<file path="src/rtl/bf_ctrl_pkg.sv">
package bf_ctrl_pkg;
  parameter int unsigned BUS_W   = 32;
  parameter int unsigned ADDR_W  = 8;
  parameter int unsigned NUM_CH  = 8;
  parameter int unsigned DIR_W   = 4;
  parameter int unsigned GAIN_W  = 11;
  parameter int unsigned NUM_IRQ = 2;

  // configuration word layout
  parameter int unsigned CH_LSB   = 0;
  parameter int unsigned DIR_LSB  = CH_LSB + NUM_CH;
  parameter int unsigned GAIN_LSB = DIR_LSB + DIR_W;
  parameter int unsigned SRC_BIT  = 24;
  parameter int unsigned WE_CH    = 28;
  parameter int unsigned WE_DIR   = 29;
  parameter int unsigned WE_GAIN  = 30;
  parameter int unsigned WE_SRC   = 31;

  // control word layout; enable of bit k of the list sits at CW_WE_LSB+k
  parameter int unsigned CW_SEARCH = 0;
  parameter int unsigned CW_SRST   = 1;
  parameter int unsigned CW_STREAM = 4;
  parameter int unsigned CW_VRST   = 5;
  parameter int unsigned CW_UPD    = 6;
  parameter int unsigned CW_WE_LSB = 8;

  parameter int unsigned OFS_CFG  = 'h0;
  parameter int unsigned OFS_CTL  = 'h4;
  parameter int unsigned OFS_STAT = 'h8;
  parameter int unsigned OFS_MASK = 'hC;

  typedef struct packed {
    logic cfgWr;
    logic ctlWr;
    logic statWr;
    logic maskWr;
    logic rdCfg;
    logic rdCtl;
    logic rdStat;
    logic rdMask;
    logic rdAny;
  } regStrobe_t;
endpackage

</file>
<file path="src/rtl/bf_ctrl_decode.sv">
module bf_ctrl_decode
  import bf_ctrl_pkg::*;
#(
  parameter int unsigned AW = ADDR_W
) (
  input  logic          wrEn,
  input  logic          rdEn,
  input  logic [AW-1:0] addr,
  output regStrobe_t    strobe
);
  localparam logic [AW-1:0] A_CFG  = AW'(OFS_CFG);
  localparam logic [AW-1:0] A_CTL  = AW'(OFS_CTL);
  localparam logic [AW-1:0] A_STAT = AW'(OFS_STAT);
  localparam logic [AW-1:0] A_MASK = AW'(OFS_MASK);

  logic hitCfg, hitCtl, hitStat, hitMask;

  always_comb begin
    hitCfg  = (addr == A_CFG);
    hitCtl  = (addr == A_CTL);
    hitStat = (addr == A_STAT);
    hitMask = (addr == A_MASK);

    strobe.cfgWr  = wrEn & hitCfg;
    strobe.ctlWr  = wrEn & hitCtl;
    strobe.statWr = wrEn & hitStat;
    strobe.maskWr = wrEn & hitMask;
    strobe.rdCfg  = rdEn & hitCfg;
    strobe.rdCtl  = rdEn & hitCtl;
    strobe.rdStat = rdEn & hitStat;
    strobe.rdMask = rdEn & hitMask;
    // an unmapped read still loads rdData, with zero
    strobe.rdAny  = rdEn;
  end
endmodule

</file>
<file path="src/rtl/bf_ctrl_store.sv">
module bf_ctrl_store
  import bf_ctrl_pkg::*;
#(
  parameter int unsigned DW   = BUS_W,
  parameter int unsigned NCH  = NUM_CH,
  parameter int unsigned DIRW = DIR_W,
  parameter int unsigned GW   = GAIN_W,
  parameter int unsigned NIRQ = NUM_IRQ
) (
  input  logic            clk,
  input  logic            rstN,
  input  regStrobe_t      strobe,
  input  logic [DW-1:0]   wrData,
  input  logic            bufFull,
  input  logic [NIRQ-1:0] irqEvt,
  output logic [NCH-1:0]  chanEn,
  output logic [DIRW-1:0] targetDir,
  output logic [GW-1:0]   gain,
  output logic            srcMode,
  output logic            searchEn,
  output logic            streamEn,
  output logic            searchRst,
  output logic            voiceRst,
  output logic            dirUpdate,
  output logic [NIRQ-1:0] statQ,
  output logic [NIRQ-1:0] maskQ,
  output logic            irq,
  output logic [DW-1:0]   rdData
);
  localparam int unsigned WE_SEARCH = CW_WE_LSB + 0;
  localparam int unsigned WE_SRST   = CW_WE_LSB + 1;
  localparam int unsigned WE_STREAM = CW_WE_LSB + 2;
  localparam int unsigned WE_VRST   = CW_WE_LSB + 3;
  localparam int unsigned WE_UPD    = CW_WE_LSB + 4;

  logic [DW-1:0] rdNext;

  // channel enables: software set/clear, hardware clear wins
  for (genvar c = 0; c < NCH; c++) begin : g_chan
    logic chQ;
    always_ff @(posedge clk or negedge rstN) begin
      if (!rstN)
        chQ <= 1'b0;
      else if (bufFull)
        chQ <= 1'b0;
      else if (strobe.cfgWr && wrData[WE_CH])
        chQ <= wrData[CH_LSB + c];
    end
    assign chanEn[c] = chQ;
  end

  // remaining configuration fields
  always_ff @(posedge clk or negedge rstN) begin
    if (!rstN) begin
      targetDir <= '0;
      gain      <= '0;
      srcMode   <= 1'b0;
    end else if (strobe.cfgWr) begin
      if (wrData[WE_DIR])  targetDir <= wrData[DIR_LSB +: DIRW];
      if (wrData[WE_GAIN]) gain      <= wrData[GAIN_LSB +: GW];
      if (wrData[WE_SRC])  srcMode   <= wrData[SRC_BIT];
    end
  end

  // control enables and one-shot commands
  always_ff @(posedge clk or negedge rstN) begin
    if (!rstN) begin
      searchEn  <= 1'b0;
      streamEn  <= 1'b0;
      searchRst <= 1'b0;
      voiceRst  <= 1'b0;
      dirUpdate <= 1'b0;
    end else begin
      searchRst <= strobe.ctlWr & wrData[WE_SRST] & wrData[CW_SRST];
      voiceRst  <= strobe.ctlWr & wrData[WE_VRST] & wrData[CW_VRST];
      dirUpdate <= strobe.ctlWr & wrData[WE_UPD]  & wrData[CW_UPD];
      if (strobe.ctlWr && wrData[WE_STREAM])
        streamEn <= wrData[CW_STREAM];
      if (bufFull)
        searchEn <= 1'b0;
      else if (strobe.ctlWr && wrData[WE_SEARCH])
        searchEn <= wrData[CW_SEARCH];
    end
  end

  // interrupt status, event set beats write-one clear
  for (genvar i = 0; i < NIRQ; i++) begin : g_stat
    logic stQ;
    always_ff @(posedge clk or negedge rstN) begin
      if (!rstN)
        stQ <= 1'b0;
      else if (irqEvt[i])
        stQ <= 1'b1;
      else if (strobe.statWr && wrData[i])
        stQ <= 1'b0;
    end
    assign statQ[i] = stQ;
  end

  always_ff @(posedge clk or negedge rstN) begin
    if (!rstN) begin
      maskQ <= '0;
      irq   <= 1'b0;
    end else begin
      if (strobe.maskWr) maskQ <= wrData[NIRQ-1:0];
      irq <= |(statQ & ~maskQ);
    end
  end

  // read mux and registered read data
  always_comb begin
    rdNext = '0;
    if (strobe.rdCfg) begin
      rdNext[CH_LSB +: NCH]    = chanEn;
      rdNext[DIR_LSB +: DIRW]  = targetDir;
      rdNext[GAIN_LSB +: GW]   = gain;
      rdNext[SRC_BIT]          = srcMode;
    end
    if (strobe.rdCtl) begin
      rdNext[CW_SEARCH] = searchEn;
      rdNext[CW_STREAM] = streamEn;
    end
    if (strobe.rdStat) rdNext[NIRQ-1:0] = statQ;
    if (strobe.rdMask) rdNext[NIRQ-1:0] = maskQ;
  end

  always_ff @(posedge clk or negedge rstN) begin
    if (!rstN)
      rdData <= '0;
    else if (strobe.rdAny)
      rdData <= rdNext;
  end
endmodule

</file>
<file path="src/rtl/bf_ctrl_regs.sv">
module bf_ctrl_regs
  import bf_ctrl_pkg::*;
#(
  parameter int unsigned AW   = ADDR_W,
  parameter int unsigned DW   = BUS_W,
  parameter int unsigned NCH  = NUM_CH,
  parameter int unsigned DIRW = DIR_W,
  parameter int unsigned GW   = GAIN_W
) (
  input  logic            clk,
  input  logic            rstN,
  input  logic            wrEn,
  input  logic            rdEn,
  input  logic [AW-1:0]   addr,
  input  logic [DW-1:0]   wrData,
  output logic [DW-1:0]   rdData,
  input  logic            bufFull,
  input  logic            dirRdyEvt,
  input  logic            vocRdyEvt,
  output logic [NCH-1:0]  chanEn,
  output logic [DIRW-1:0] targetDir,
  output logic [GW-1:0]   gain,
  output logic            srcMode,
  output logic            searchEn,
  output logic            streamEn,
  output logic            searchRst,
  output logic            voiceRst,
  output logic            dirUpdate,
  output logic            irq
);
  localparam int unsigned NIRQ = 2;

  regStrobe_t      strobe;
  logic [NIRQ-1:0] irqEvt;
  logic [NIRQ-1:0] statQ;
  logic [NIRQ-1:0] maskQ;

  assign irqEvt = {vocRdyEvt, dirRdyEvt};

  bf_ctrl_decode #(.AW(AW)) u_decode (
    .wrEn   (wrEn),
    .rdEn   (rdEn),
    .addr   (addr),
    .strobe (strobe)
  );

  bf_ctrl_store #(
    .DW(DW), .NCH(NCH), .DIRW(DIRW), .GW(GW), .NIRQ(NIRQ)
  ) u_store (
    .clk       (clk),
    .rstN      (rstN),
    .strobe    (strobe),
    .wrData    (wrData),
    .bufFull   (bufFull),
    .irqEvt    (irqEvt),
    .chanEn    (chanEn),
    .targetDir (targetDir),
    .gain      (gain),
    .srcMode   (srcMode),
    .searchEn  (searchEn),
    .streamEn  (streamEn),
    .searchRst (searchRst),
    .voiceRst  (voiceRst),
    .dirUpdate (dirUpdate),
    .statQ     (statQ),
    .maskQ     (maskQ),
    .irq       (irq),
    .rdData    (rdData)
  );
endmodule

</file>
<file path="config.mk">
export PLATFORM = sky130hd
export DESIGN_NAME = bf_ctrl_regs
export DESIGN_NICKNAME = d
export VERILOG_FILES = /design/src/rtl/bf_ctrl_pkg.sv /design/src/rtl/bf_ctrl_decode.sv /design/src/rtl/bf_ctrl_store.sv /design/src/rtl/bf_ctrl_regs.sv
export SDC_FILE = /design/constraint.sdc
export NUM_CORES = 1
export LEC_CHECK = 0
export BUFFER_PORTS_ARGS = -buffer_cell sky130_fd_sc_hd__buf_2
export CAP_MARGIN = 5
export CORE_AREA = 8 8 111 83
export CTS_CLUSTER_DIAMETER = 150
export DETAILED_ROUTE_END_ITERATION = 7
export DIE_AREA = 0 0 119 91
export PLACE_DENSITY = 0.66
export SYNTH_ARGS = -nofsm -noshare
export SYNTH_HDL_FRONTEND = slang
export SYNTH_SLANG_ARGS = --single-unit
</file>
<file path="constraint.sdc">
create_clock -name clk -period 1.11 [get_ports clk]
set_input_delay 0.111 -clock clk [delete_from_list [all_inputs] [get_ports clk]]
set_output_delay 0.111 -clock clk [all_outputs]
set_load 0.02 [all_outputs]
</file>
==> run summary <==
CP delay by family, top: multiplexers
Crit end category: register
HPWL after DPL: 5860 um
#FFs+latches synth: 58
CP startpoint kind: register
Routed len/inst: 16.3 um
Crit path kind: register to register
Initial Util: 35.7%
Largest family of logic cells by synthesized area: simple AND/OR/NAND/NOR gates
CP bufs+invs: 0
Top_reg_cell synth: dfrtp_1
Net count reported at finish: 413
Adder-Cell Fraction of Synth Area: 0%
Status: finished with violations
Hold Worst Slack: 0.0201 ns
Initial antenna violation count: 0
Multiplexer area fraction after synthesis: 10.4%
Levels on crit path: 3
Leak: 0.00186 uW
Largest net degree at the start of global routing: 59
Post-synth EDFFs: 0
Simple-gate area share of the yosys netlist: 13.8%
Reg2Reg Capture Point: u_store.rdData[0]
Share of the synthesized area in the top cell type: 54.0%
Post-Syn Area per Cell: 10.8 um2
Clk_skew: 0.00666 ns
Setup bufs post-CTS: 0
Final Cycle Share: 104%
Reg-to-Reg Start: u_store.g_chan[0].chQ
Synth top area cells: dfrtp_1 54%, mux2_2 8.8%, o22ai_1 5.3%
Critical Path Start: u_store.g_chan[0].chQ
Power per cell area: 1160 mW/mm2
Pre-CTS setup slack: -0.408 ns
DRT iter0 DRCs: 60
FFs w/ async S/R, synth: 100%
Clock net sink count: 58
Final setup margin: -0.0453 ns
CTS tree: done
TritonCTS Buffers: 9
Io pins: 109
Buffers on Ports: 96
Setup TNS: -0.0649 ns
Cell area after synthesis: 0.00269 mm2
Drt first pass iters: 4
DRC Markers: 0
Netlist cell types: 35
Layout area overhead: 38.0%
Fmax: 866 MHz
Xor/xnor cell area share of the yosys netlist: 0%
Slowest library cell on the worst path: mux4_2
Routed wire length: 7660 um
RSZ-0062 raised after global routing: true
Critical Path AT: 1.36 ns
CTS H-tree depth: 3
Cell breakdown of the critical path: mux4_2 > nand4_1 > o21ai_1
Die X: 119 um
Die Height: 91 um
Final Hold Fails: 0
Critical path fanouts, max: 2
Rows: 27
Ys Warns: 0
Area leader, netlist: dfrtp_1
FF-to-FF path depth: 3
Sequential cell area fraction in the yosys report: 54.0%
Worst-Skew Late Latency: 0.33 ns
HP Class: input port to register
Core footprint: 0.00753 mm2
Remaining Overflow, GRT: 0
Maxcap violations: 0
Power consumption: 4310 uW
Failing checks: setup timing
Post-synth top cells: 58 x dfrtp_1, 26 x inv_1, 25 x nand2_1
Slack of the worst reg-to-reg path: -0.05 ns
Number of global-route vias before repair: 2,343
Max-slew violations: 0
Post-layout minimum cycle time: 1.16 ns
Worst Setup EP: u_store.rdData[0]
# diodes: 0
Synth Area in Compound Gates: 9.91%
Die ar.: 0.0108 mm2
Antenna-violating nets left: 0
Synth Instances: 249
Gpl congestion: 0.849
Root Buffer: clkbuf_8
Clk pin slew, worst setup/hold paths: 0.06 ns
VDD IR max: 706 uV
Fraction of layout cells with a size suffix above 1: 47.8%
FILL cells: 721
CP max stage delay: 0.46 ns
GRT Resource Usage Total: 14.2%
Via count: 2,239
Most common cell in the netlist: dfrtp_1
Final Setup Violations: 4
Deepest clock path buffer count: 2
First-pass GRT wire length: 12,300 um
Via density: 4.75
Required time of the worst setup path: 1.31 ns
state kept, by name, indices dropped and copies added, names as in the netlist, 2 cells and up:
name,flops
u_store.rdData,24
u_store.gain,11
u_store.g_chan.chQ,8
u_store.targetDir,4
u_store.g_stat.stQ,2
u_store.maskQ,2
metrics by stage:
stage | area [um2] | instances | utilization (%)
CTS | 3680 | 471 | 48.8
global placement | 3380 | 447 | 44.8
global route | 3710 | 471 | 49.3
detailed placement | 3380 | 447 | 44.8
floorplan | 2790 | 256 | -
finish | 3710 | 471 | 49.3
area by class of cell:
type / count / area [um2] / area share, %
Clock buffer: 13 / 159 / 4.28
Clock inverter: 2 / 12.5 / 0.337
Inverter: 26 / 97.6 / 2.63
Multi-Input combinational cell: 139 / 1030 / 27.9
Sequential cell: 58 / 1450 / 39.1
Tap cell: 101 / 126 / 3.40
Timing Repair Buffer: 132 / 830 / 22.3
routing by layer:
metal	vias to the layer above	share of wire [%]	GRT usage, %
li1	1083	-	-
met1	1061	47	18.3
met2	88	45	22.0
met3	7	7.5	5.44
met4	0	0.64	3.25
met5	-	0	0
power by group:
group / leakage [uW] / total (uW) / internal (uW) / switching, uW
Sequential: 0.000791 / 2150 / 2140 / 15.7
Combinational: 0.000980 / 445 / 184 / 261
Clock: 0.0000855 / 1720 / 918 / 801
Total: 0.00186 / 4310 / 3240 / 1080
logic make-up after synthesis:
logic type,count (synthesis)
buffers and inverters,59
AOI/OAI and AO/OA,43
other,1
and+or+nand+nor,64
DFF,58
muxes,24
placed cells by master, fill, tap and decap left out, types with 4 or more instances in the layout:
cell type      instances
a21oi_1               10
dfrtp_1               57
clkbuf_8              11
nand2_1               25
dlygate4sd3_1          9
inv_1                 26
o31ai_2                6
nor2_1                 4
buf_4                 25
mux2_2                21
buf_6                  5
nor4_4                 4
nand4_1               12
buf_2                 91
o22ai_1               23
conb_1                 8
how the worst min path moves through the flow:
stage,startpoint,end,slack [ns],depth (start not counted)
after floorplan,rstN,u_store.dirUpdate,-0.18,0
after global placement,rstN,u_store.maskQ[0],0.14,2
after detailed placement,rstN,u_store.maskQ[0],0.14,2
after CTS,wrData[21],u_store.gain[9],0.002,2
after global routing,wrData[21],u_store.gain[9],0.01,2
final,wrData[21],u_store.gain[9],0.02,2
timing repair:
| item | CTS | global route |
|---|---|---|
| hold buffers | 9 | 0 |
| resized for setup | 11 | 7 |
| setup endpoints to repair | 6 | 9 |
| endpoints found under the hold margin | 66 | 0 |
| pin swaps | 2 | 0 |
(Power assumes the default switching activity.)
